File: config.mk
export PLATFORM = sky130hd
export DESIGN_NAME = hart_irq_ctrl
export DESIGN_NICKNAME = d
export VERILOG_FILES = /design/src/rtl/hic_pkg.sv /design/src/rtl/hic_src_elig.sv /design/src/rtl/hic_top_arb.sv /design/src/rtl/hic_regs.sv /design/src/rtl/hart_irq_ctrl.sv
export SDC_FILE = /design/constraint.sdc
export NUM_CORES = 1
export LEC_CHECK = 0
export CORE_AREA = 8 8 311 313
export CTS_BUF_LIST = sky130_fd_sc_hd__clkbuf_8
export CTS_CLUSTER_DIAMETER = 40
export DETAILED_ROUTE_END_ITERATION = 12
export DIE_AREA = 0 0 319 321
export MAX_ROUTING_LAYER = met4
export PLACE_DENSITY = 0.59
export SKIP_LAST_GASP = 1
export SYNTH_ARGS = -nofsm -noshare
export SYNTH_HDL_FRONTEND = slang
export SYNTH_SLANG_ARGS = --single-unit
File: constraint.sdc
create_clock -name clk_i -period 67.7 [get_ports clk_i]
set_input_delay 13.54 -clock clk_i [delete_from_list [all_inputs] [get_ports clk_i]]
set_output_delay 13.54 -clock clk_i [all_outputs]
set_load 0.01 [all_outputs]
File: src/rtl/hic_pkg.sv
package hic_pkg;
  localparam int PRIO_W   = 8;
  localparam int DATA_W   = 32;
  localparam int OFS_W    = 5;
  localparam int ID_LSB   = 16;
  localparam int ID_FLD_W = 10;

  localparam logic [OFS_W-1:0] OFS_DELIV  = 5'h00;
  localparam logic [OFS_W-1:0] OFS_FORCE  = 5'h04;
  localparam logic [OFS_W-1:0] OFS_THRESH = 5'h08;
  localparam logic [OFS_W-1:0] OFS_TOP    = 5'h18;
  localparam logic [OFS_W-1:0] OFS_CLAIM  = 5'h1C;
endpackage

File: src/rtl/hic_src_elig.sv
module hic_src_elig import hic_pkg::*; #(
  parameter int NSRC      = 32,
  parameter int HART_W    = 14,
  parameter int THIS_HART = 0
) (
  input  logic [NSRC-1:0]        pend_i,
  input  logic [NSRC*PRIO_W-1:0] prio_i,
  input  logic [NSRC*HART_W-1:0] hart_i,
  input  logic [PRIO_W-1:0]      thresh_i,
  output logic [NSRC-1:0]        elig_o,
  output logic [NSRC*PRIO_W-1:0] eff_o
);
  for (genvar g = 0; g < NSRC; g++) begin : g_src
    logic [PRIO_W-1:0] raw, eff;
    logic              hit, pass;
    assign raw  = prio_i[g*PRIO_W +: PRIO_W];
    // priority 0 is promoted to 1
    assign eff  = (raw == '0) ? PRIO_W'(1) : raw;
    assign hit  = hart_i[g*HART_W +: HART_W] == HART_W'(THIS_HART);
    assign pass = (thresh_i == '0) || (eff < thresh_i);
    assign eff_o[g*PRIO_W +: PRIO_W] = eff;
    // identity 0 means "none" and is never eligible
    assign elig_o[g] = (g != 0) && pend_i[g] && hit && pass;
  end
endmodule

File: src/rtl/hic_top_arb.sv
module hic_top_arb import hic_pkg::*; #(
  parameter int NSRC = 32,
  parameter int ID_W = 5
) (
  input  logic [NSRC-1:0]        elig_i,
  input  logic [NSRC*PRIO_W-1:0] prio_i,
  output logic                   vld_o,
  output logic [ID_W-1:0]        id_o,
  output logic [PRIO_W-1:0]      prio_o
);
  // ascending scan, strict compare: ties keep the lower identity
  always_comb begin
    vld_o  = 1'b0;
    id_o   = '0;
    prio_o = '0;
    for (int i = 0; i < NSRC; i++) begin
      if (elig_i[i] && (!vld_o || (prio_i[i*PRIO_W +: PRIO_W] < prio_o))) begin
        vld_o  = 1'b1;
        id_o   = ID_W'(i);
        prio_o = prio_i[i*PRIO_W +: PRIO_W];
      end
    end
  end
endmodule

File: src/rtl/hic_regs.sv
module hic_regs import hic_pkg::*; #(
  parameter int ID_W = 5
) (
  input  logic              clk_i,
  input  logic              rst_ni,
  input  logic              req_i,
  input  logic              we_i,
  input  logic [OFS_W-1:0]  addr_i,
  input  logic [DATA_W-1:0] wdata_i,
  input  logic              top_vld_i,
  input  logic [ID_W-1:0]   top_id_i,
  input  logic [PRIO_W-1:0] top_prio_i,
  output logic [DATA_W-1:0] rdata_o,
  output logic              deliv_o,
  output logic              force_o,
  output logic [PRIO_W-1:0] thresh_o,
  output logic              clr_o,
  output logic [ID_W-1:0]   clr_id_o
);
  logic              deliv_q, force_q, clr_q;
  logic [PRIO_W-1:0] thr_q;
  logic [DATA_W-1:0] rdata_q, top_word;
  logic [ID_W-1:0]   clr_id_q;
  logic              wdata_unused;

  assign wdata_unused = ^wdata_i[DATA_W-1:PRIO_W];

  always_comb begin
    top_word = '0;
    if (top_vld_i) begin
      top_word[ID_LSB +: ID_W]  = top_id_i;
      top_word[PRIO_W-1:0]      = top_prio_i;
    end
  end

  always_ff @(posedge clk_i or negedge rst_ni) begin
    if (!rst_ni) begin
      deliv_q  <= 1'b0;
      force_q  <= 1'b0;
      thr_q    <= '0;
      rdata_q  <= '0;
      clr_q    <= 1'b0;
      clr_id_q <= '0;
    end else begin
      clr_q <= 1'b0;
      if (req_i && we_i) begin
        case (addr_i)
          OFS_DELIV:  deliv_q <= wdata_i[0];
          OFS_FORCE:  force_q <= wdata_i[0];
          OFS_THRESH: thr_q   <= wdata_i[PRIO_W-1:0];
          default: ;
        endcase
      end
      if (req_i && !we_i) begin
        case (addr_i)
          OFS_DELIV:  rdata_q <= DATA_W'(deliv_q);
          OFS_FORCE:  rdata_q <= DATA_W'(force_q);
          OFS_THRESH: rdata_q <= DATA_W'(thr_q);
          OFS_TOP:    rdata_q <= top_word;
          OFS_CLAIM: begin
            rdata_q  <= top_word;
            clr_q    <= top_vld_i;
            clr_id_q <= top_id_i;
            if (!top_vld_i) force_q <= 1'b0;
          end
          default:    rdata_q <= '0;
        endcase
      end
    end
  end

  assign rdata_o  = rdata_q;
  assign deliv_o  = deliv_q;
  assign force_o  = force_q;
  assign thresh_o = thr_q;
  assign clr_o    = clr_q;
  assign clr_id_o = clr_id_q;


  empty_claim_chk: assert property (@(posedge clk_i) disable iff (!rst_ni)
    (req_i && !we_i && addr_i == OFS_CLAIM && !top_vld_i) |=> (rdata_o == '0 && !clr_o && !force_o));


  top_read_quiet_chk: assert property (@(posedge clk_i) disable iff (!rst_ni)
    (req_i && !we_i && addr_i == OFS_TOP) |=> !clr_o);
endmodule

File: src/rtl/hart_irq_ctrl.sv
module hart_irq_ctrl import hic_pkg::*; #(
  parameter int NSRC      = 32,
  parameter int HART_W    = 14,
  parameter int THIS_HART = 0,
  localparam int ID_W     = $clog2(NSRC)
) (
  input  logic                   clk_i,
  input  logic                   rst_ni,
  input  logic                   glob_ie_i,
  input  logic [NSRC-1:0]        src_pend_i,
  input  logic [NSRC*PRIO_W-1:0] src_prio_i,
  input  logic [NSRC*HART_W-1:0] src_hart_i,
  input  logic                   req_i,
  input  logic                   we_i,
  input  logic [OFS_W-1:0]       addr_i,
  input  logic [DATA_W-1:0]      wdata_i,
  output logic [DATA_W-1:0]      rdata_o,
  output logic                   clr_o,
  output logic [ID_W-1:0]        clr_id_o,
  output logic                   eip_o
);
  logic [NSRC-1:0]        elig;
  logic [NSRC*PRIO_W-1:0] eff;
  logic                   top_vld, deliv, force_b, eip_q;
  logic [ID_W-1:0]        top_id;
  logic [PRIO_W-1:0]      top_prio, thresh;

  hic_src_elig #(.NSRC(NSRC), .HART_W(HART_W), .THIS_HART(THIS_HART)) u_elig (
    .pend_i(src_pend_i), .prio_i(src_prio_i), .hart_i(src_hart_i),
    .thresh_i(thresh), .elig_o(elig), .eff_o(eff));

  hic_top_arb #(.NSRC(NSRC), .ID_W(ID_W)) u_arb (
    .elig_i(elig), .prio_i(eff),
    .vld_o(top_vld), .id_o(top_id), .prio_o(top_prio));

  hic_regs #(.ID_W(ID_W)) u_regs (
    .clk_i(clk_i), .rst_ni(rst_ni), .req_i(req_i), .we_i(we_i),
    .addr_i(addr_i), .wdata_i(wdata_i),
    .top_vld_i(top_vld), .top_id_i(top_id), .top_prio_i(top_prio),
    .rdata_o(rdata_o), .deliv_o(deliv), .force_o(force_b), .thresh_o(thresh),
    .clr_o(clr_o), .clr_id_o(clr_id_o));

  always_ff @(posedge clk_i or negedge rst_ni) begin
    if (!rst_ni) eip_q <= 1'b0;
    else         eip_q <= glob_ie_i && deliv && (top_vld || force_b);
  end
  assign eip_o = eip_q;


  top_pending_chk: assert property (@(posedge clk_i) disable iff (!rst_ni)
    top_vld |-> (src_pend_i[top_id] && top_id != '0 && top_prio != '0));


  thresh_pass_chk: assert property (@(posedge clk_i) disable iff (!rst_ni)
    top_vld |-> (thresh == '0 || top_prio < thresh));


  clr_match_chk: assert property (@(posedge clk_i) disable iff (!rst_ni)
    clr_o |-> (rdata_o[ID_LSB +: ID_FLD_W] == ID_FLD_W'(clr_id_o) && clr_id_o != '0));


  eip_gate_chk: assert property (@(posedge clk_i) disable iff (!rst_ni)
    eip_o |-> ($past(glob_ie_i) && $past(deliv)));


  eip_cause_chk: assert property (@(posedge clk_i) disable iff (!rst_ni)
    (glob_ie_i && deliv && force_b) |=> eip_o);
endmodule

==> Flow_metrics.wiki <==
{| class="wikitable"
! Metric !! Value
|-
| Overall global routing resource usage || between 15 and 20%
|-
| Clock tree root buffer cell || sky130_fd_sc_hd__clkbuf_8
|-
| Area growth from synthesis to layout || 70.7%
|-
| Vias || about 26000
|-
| Number of buffers inserted by hold repair at cts || 0
|-
| Detailed router's first-iteration violation count || around 1300
|-
| DR vias/cell || 4.92
|-
| Initial core utilization || between 20 and 25%
|-
| Clock slew at the register clock pins of the worst setup and hold paths || roughly 0.090 ns
|-
| Kind of start point of the critical path || input port
|-
| DIE AREA || approximately 100000 um^2
|-
| Final Hold Vio Count || 0
|-
| Cell types with the largest area share after synthesis || sky130_fd_sc_hd__ha_1 (25%), sky130_fd_sc_hd__a21oi_1 (6.4%), sky130_fd_sc_hd__clkbuf_1 (4.6%)
|-
| Area fraction of the dominant cell type after synthesis || 25.2%
|-
| Most frequent CP cell || sky130_fd_sc_hd__a21o_1
|-
| Req. time, crit path || about 68 ns
|-
| Number of slew-limit violations in the final report || 0
|-
| Synth top cells by count || sky130_fd_sc_hd__ha_1 (406), sky130_fd_sc_hd__a21oi_1 (257), sky130_fd_sc_hd__clkbuf_1 (246), sky130_fd_sc_hd__inv_1 (229), sky130_fd_sc_hd__nand2_1 (224)
|-
| Sum of overflow across all layers after global routing || 0
|-
| Layout Cells excl Fill || about 5200
|-
| Floorplan core area || roughly 92000 um^2
|-
| Placement Cell Area || 31900 um^2
|-
| Setup violation total in the final timing report || 0
|-
| Global-route wire length before repair || roughly 150000 um
|-
| Synthesized area divided by synthesized cell count || 6.95 um^2
|-
| Die width || roughly 320 um
|-
| Arrival time of the worst setup path || ~65 ns
|-
| CTS H-tree lvls || 2
|-
| Result of the run || complete, no violations
|-
| Via count of the first global-routing pass || roughly 26000
|-
| Slowest cell delay on critical path || about 0.48 ns
|-
| Worst hold path stage count || 2
|-
| Detailed Place HPWL || around 90000 um
|-
| Post-Route WL || 104000 um
|-
| TritonCTS clock tree || built
|-
| Relative slew margins || ~27%
|-
| Die Ht || between 300 and 400 um
|-
| Fraction of final layout cells with drive strength greater than 1 || between 20% and 30%
|-
| Number of sinks driven by the clock tree || 30
|-
| Flop and latch count out of synthesis || 30
|-
| Post-synthesis cell type count || roughly 120
|-
| Critical path peak fanout || 10
|-
| Period minus WS final || 65.23 ns
|-
| Hold Worst Slack || around 0.50 ns
|-
| Share of the yosys chip area belonging to registers || under 10%
|-
| Post-synth top area cell || sky130_fd_sc_hd__ha_1
|-
| Post-placement cell count || just over 5000
|-
| Net total in the final layout || between 5000 and 6000
|-
| Timing-limited maximum frequency || about 0.015 GHz
|-
| Post-route cell area || between 30000 and 40000 um^2
|-
| Pin count of the biggest net entering global routing || 31
|-
| Ys async rst share || 100%
|-
| Remaining routing DRC violations || 0
|-
| Total power density per cell area || around 6.2 nW/um^2
|-
| Combined area of all synthesized cells || ~20000 um^2
|-
| Crit Path Class || in2reg
|-
| Post-Route Skew || between 0.015 and 0.02 ns
|-
| Leak pwr || roughly 15 nW
|-
| Cell with the most instances after synthesis || sky130_fd_sc_hd__ha_1
|-
| Number of CTS-inserted buffers || 5
|-
| Critical path capture point type || flop
|-
| Post-route fraction of the period consumed by the critical path || 96.4%
|-
| Number of buffers on the longest clock path || 2
|-
| Reg2reg path depth || around 320
|-
| Number of antenna violations at the first check in global routing || 15
|-
| Library cell contributing the largest single delay on the critical path || sky130_fd_sc_hd__clkdlybuf4s50_1
|-
| Yosys warns || 0
|-
| Worst-skew pair later-pin latency || approximately 0.33 ns
|-
| Prevailing post-synth register cell || sky130_fd_sc_hd__dfrtp_1
|-
| # Max-Cap Violations || 0
|-
| Maximum ir drop on the vdd rail || between 0.007 and 0.008 mV
|-
| Class of the tightest hold or removal check || reg2reg
|-
| Mean routed wirelength per cell || around 20 um
|-
| Top Ports || 817
|-
| Cell count after synthesis || about 2900
|-
| Number of flops mapped to enable cells by yosys || 0
|-
| Pin slew with the least headroom to its limit || ~1.1 ns
|-
| Number of search-and-repair iterations in the first detailed-routing pass || 5
|-
| Final antenna-violating net count || 0
|-
| Final GP Congestion || about 0.94
|-
| Num rows || ~110
|-
| PortBufs || between 700 and 800
|}
metal layers:
metal	GRT usage, %	up-vias	part of all wire, %
met5	-	-	0
met4	2.49	0	1.3
met3	3.40	77	5.0
met2	33.7	696	49
met1	23.9	11900	45
li1	-	12900	-
final timing paths:
path,slack (ns),from,end
worst max register to register,14.82,u_regs.thresh_o[0]$_DFFE_PN0P_,u_regs.clr_id_o[2]$_DFFE_PN0P_
worst max-delay path,2.47,src_prio_i[15],u_regs.clr_id_o[2]$_DFFE_PN0P_
max in group asynchronous,53.77,rst_ni,u_regs.rdata_o[6]$_DFFE_PN0P_
worst min-delay path,0.50,u_regs.rdata_o[17]$_DFFE_PN0P_,u_regs.rdata_o[17]$_DFFE_PN0P_
min in group asynchronous,13.33,rst_ni,u_regs.rdata_o[18]$_DFFE_PN0P_
worst min register to register,0.50,u_regs.rdata_o[17]$_DFFE_PN0P_,u_regs.rdata_o[17]$_DFFE_PN0P_
where the power goes:
part	switching [mW]	internal, mW
clock network	0.00970	0.00789
logic	0.0866	0.0866
registers	0.00249	0.0191
total	0.0988	0.114
registers in the layout, summed over array words and instances, names as in the netlist:
name             cells
u_regs.rdata_o      13
u_regs.thresh_o      8
u_regs.clr_id_o      5
eip_o                1
u_regs.clr_o         1
u_regs.deliv_o       1
u_regs.force_o       1
metrics by stage:
stage	worst slack [ns]	utilization, %	TNS, ns	total power, mW
4_1_cts	0.0319	35.1	0	0.208
5_1_grt	-0.508	37.3	-7.96	0.234
6_report	2.47	37.3	0	0.212
3_5_place_dp	-1.65	34.6	-28.11	0.189
2_1_floorplan	0.0226	-	0	0.100
3_3_place_gp	-1.18	34.6	-19.56	0.184
final cells by class:
cell class | instances | area [um^2]
fillers | 9589 | 57800
flip-flops and latches | 30 | 751
repair buffers | 1344 | 12100
multi-input cells | 2384 | 19100
well taps | 1197 | 1500
clock buffers | 6 | 82.6
inverters | 229 | 860
diodes | 12 | 30.0
cell usage in the layout (no fill, tap or decap), drive strengths merged, types with 12 or more instances in the layout:
cell,instances
inv,229
a211oi,34
clkdlybuf4s50,745
or2,23
o21a,32
nor2,174
mux2i,43
diode,12
conb,19
and2,21
nor2b,52
nor3b,18
dfrtp,30
and3,20
o21ai,202
o2111ai,15
mux2,55
nand2b,59
nand2,224
o211ai,22
nand4,50
ha,406
nor3,71
a211o,13
a21o,119
a21boi,17
nor4,137
a21oi,260
a2111oi,16
nand3,49
buf,595
a31oi,26
o31ai,16
o21bai,13
cell families after synthesis:
kind of cell    count (synthesis)  share of synthesized area (%)
other cells                     1                         0.0186
fa+ha+maj                     409                           25.4
compound gates                918                           31.3
mux                            98                           5.23
simple gates                  939                           24.4
flops                          30                           3.72
buf+inv                       506                           9.96
worst max-delay path, delay by kind of cell:
family / cells / cell delay, ns
compound gates: 159 / 26.05
simple gates: 55 / 6.27
fa+ha+maj: 30 / 7.87
mux: 13 / 3.50
buf+inv: 62 / 8.12
repair_timing:
action                                  4_1_cts  5_1_grt
pin swaps                                     9      113
endpoints found under the setup margin       18       18
setup buffers                                20       73
gates resized for setup                      49      340
gates cloned                                  2        2
No activity file was read; power rests on OpenSTA's default activity.
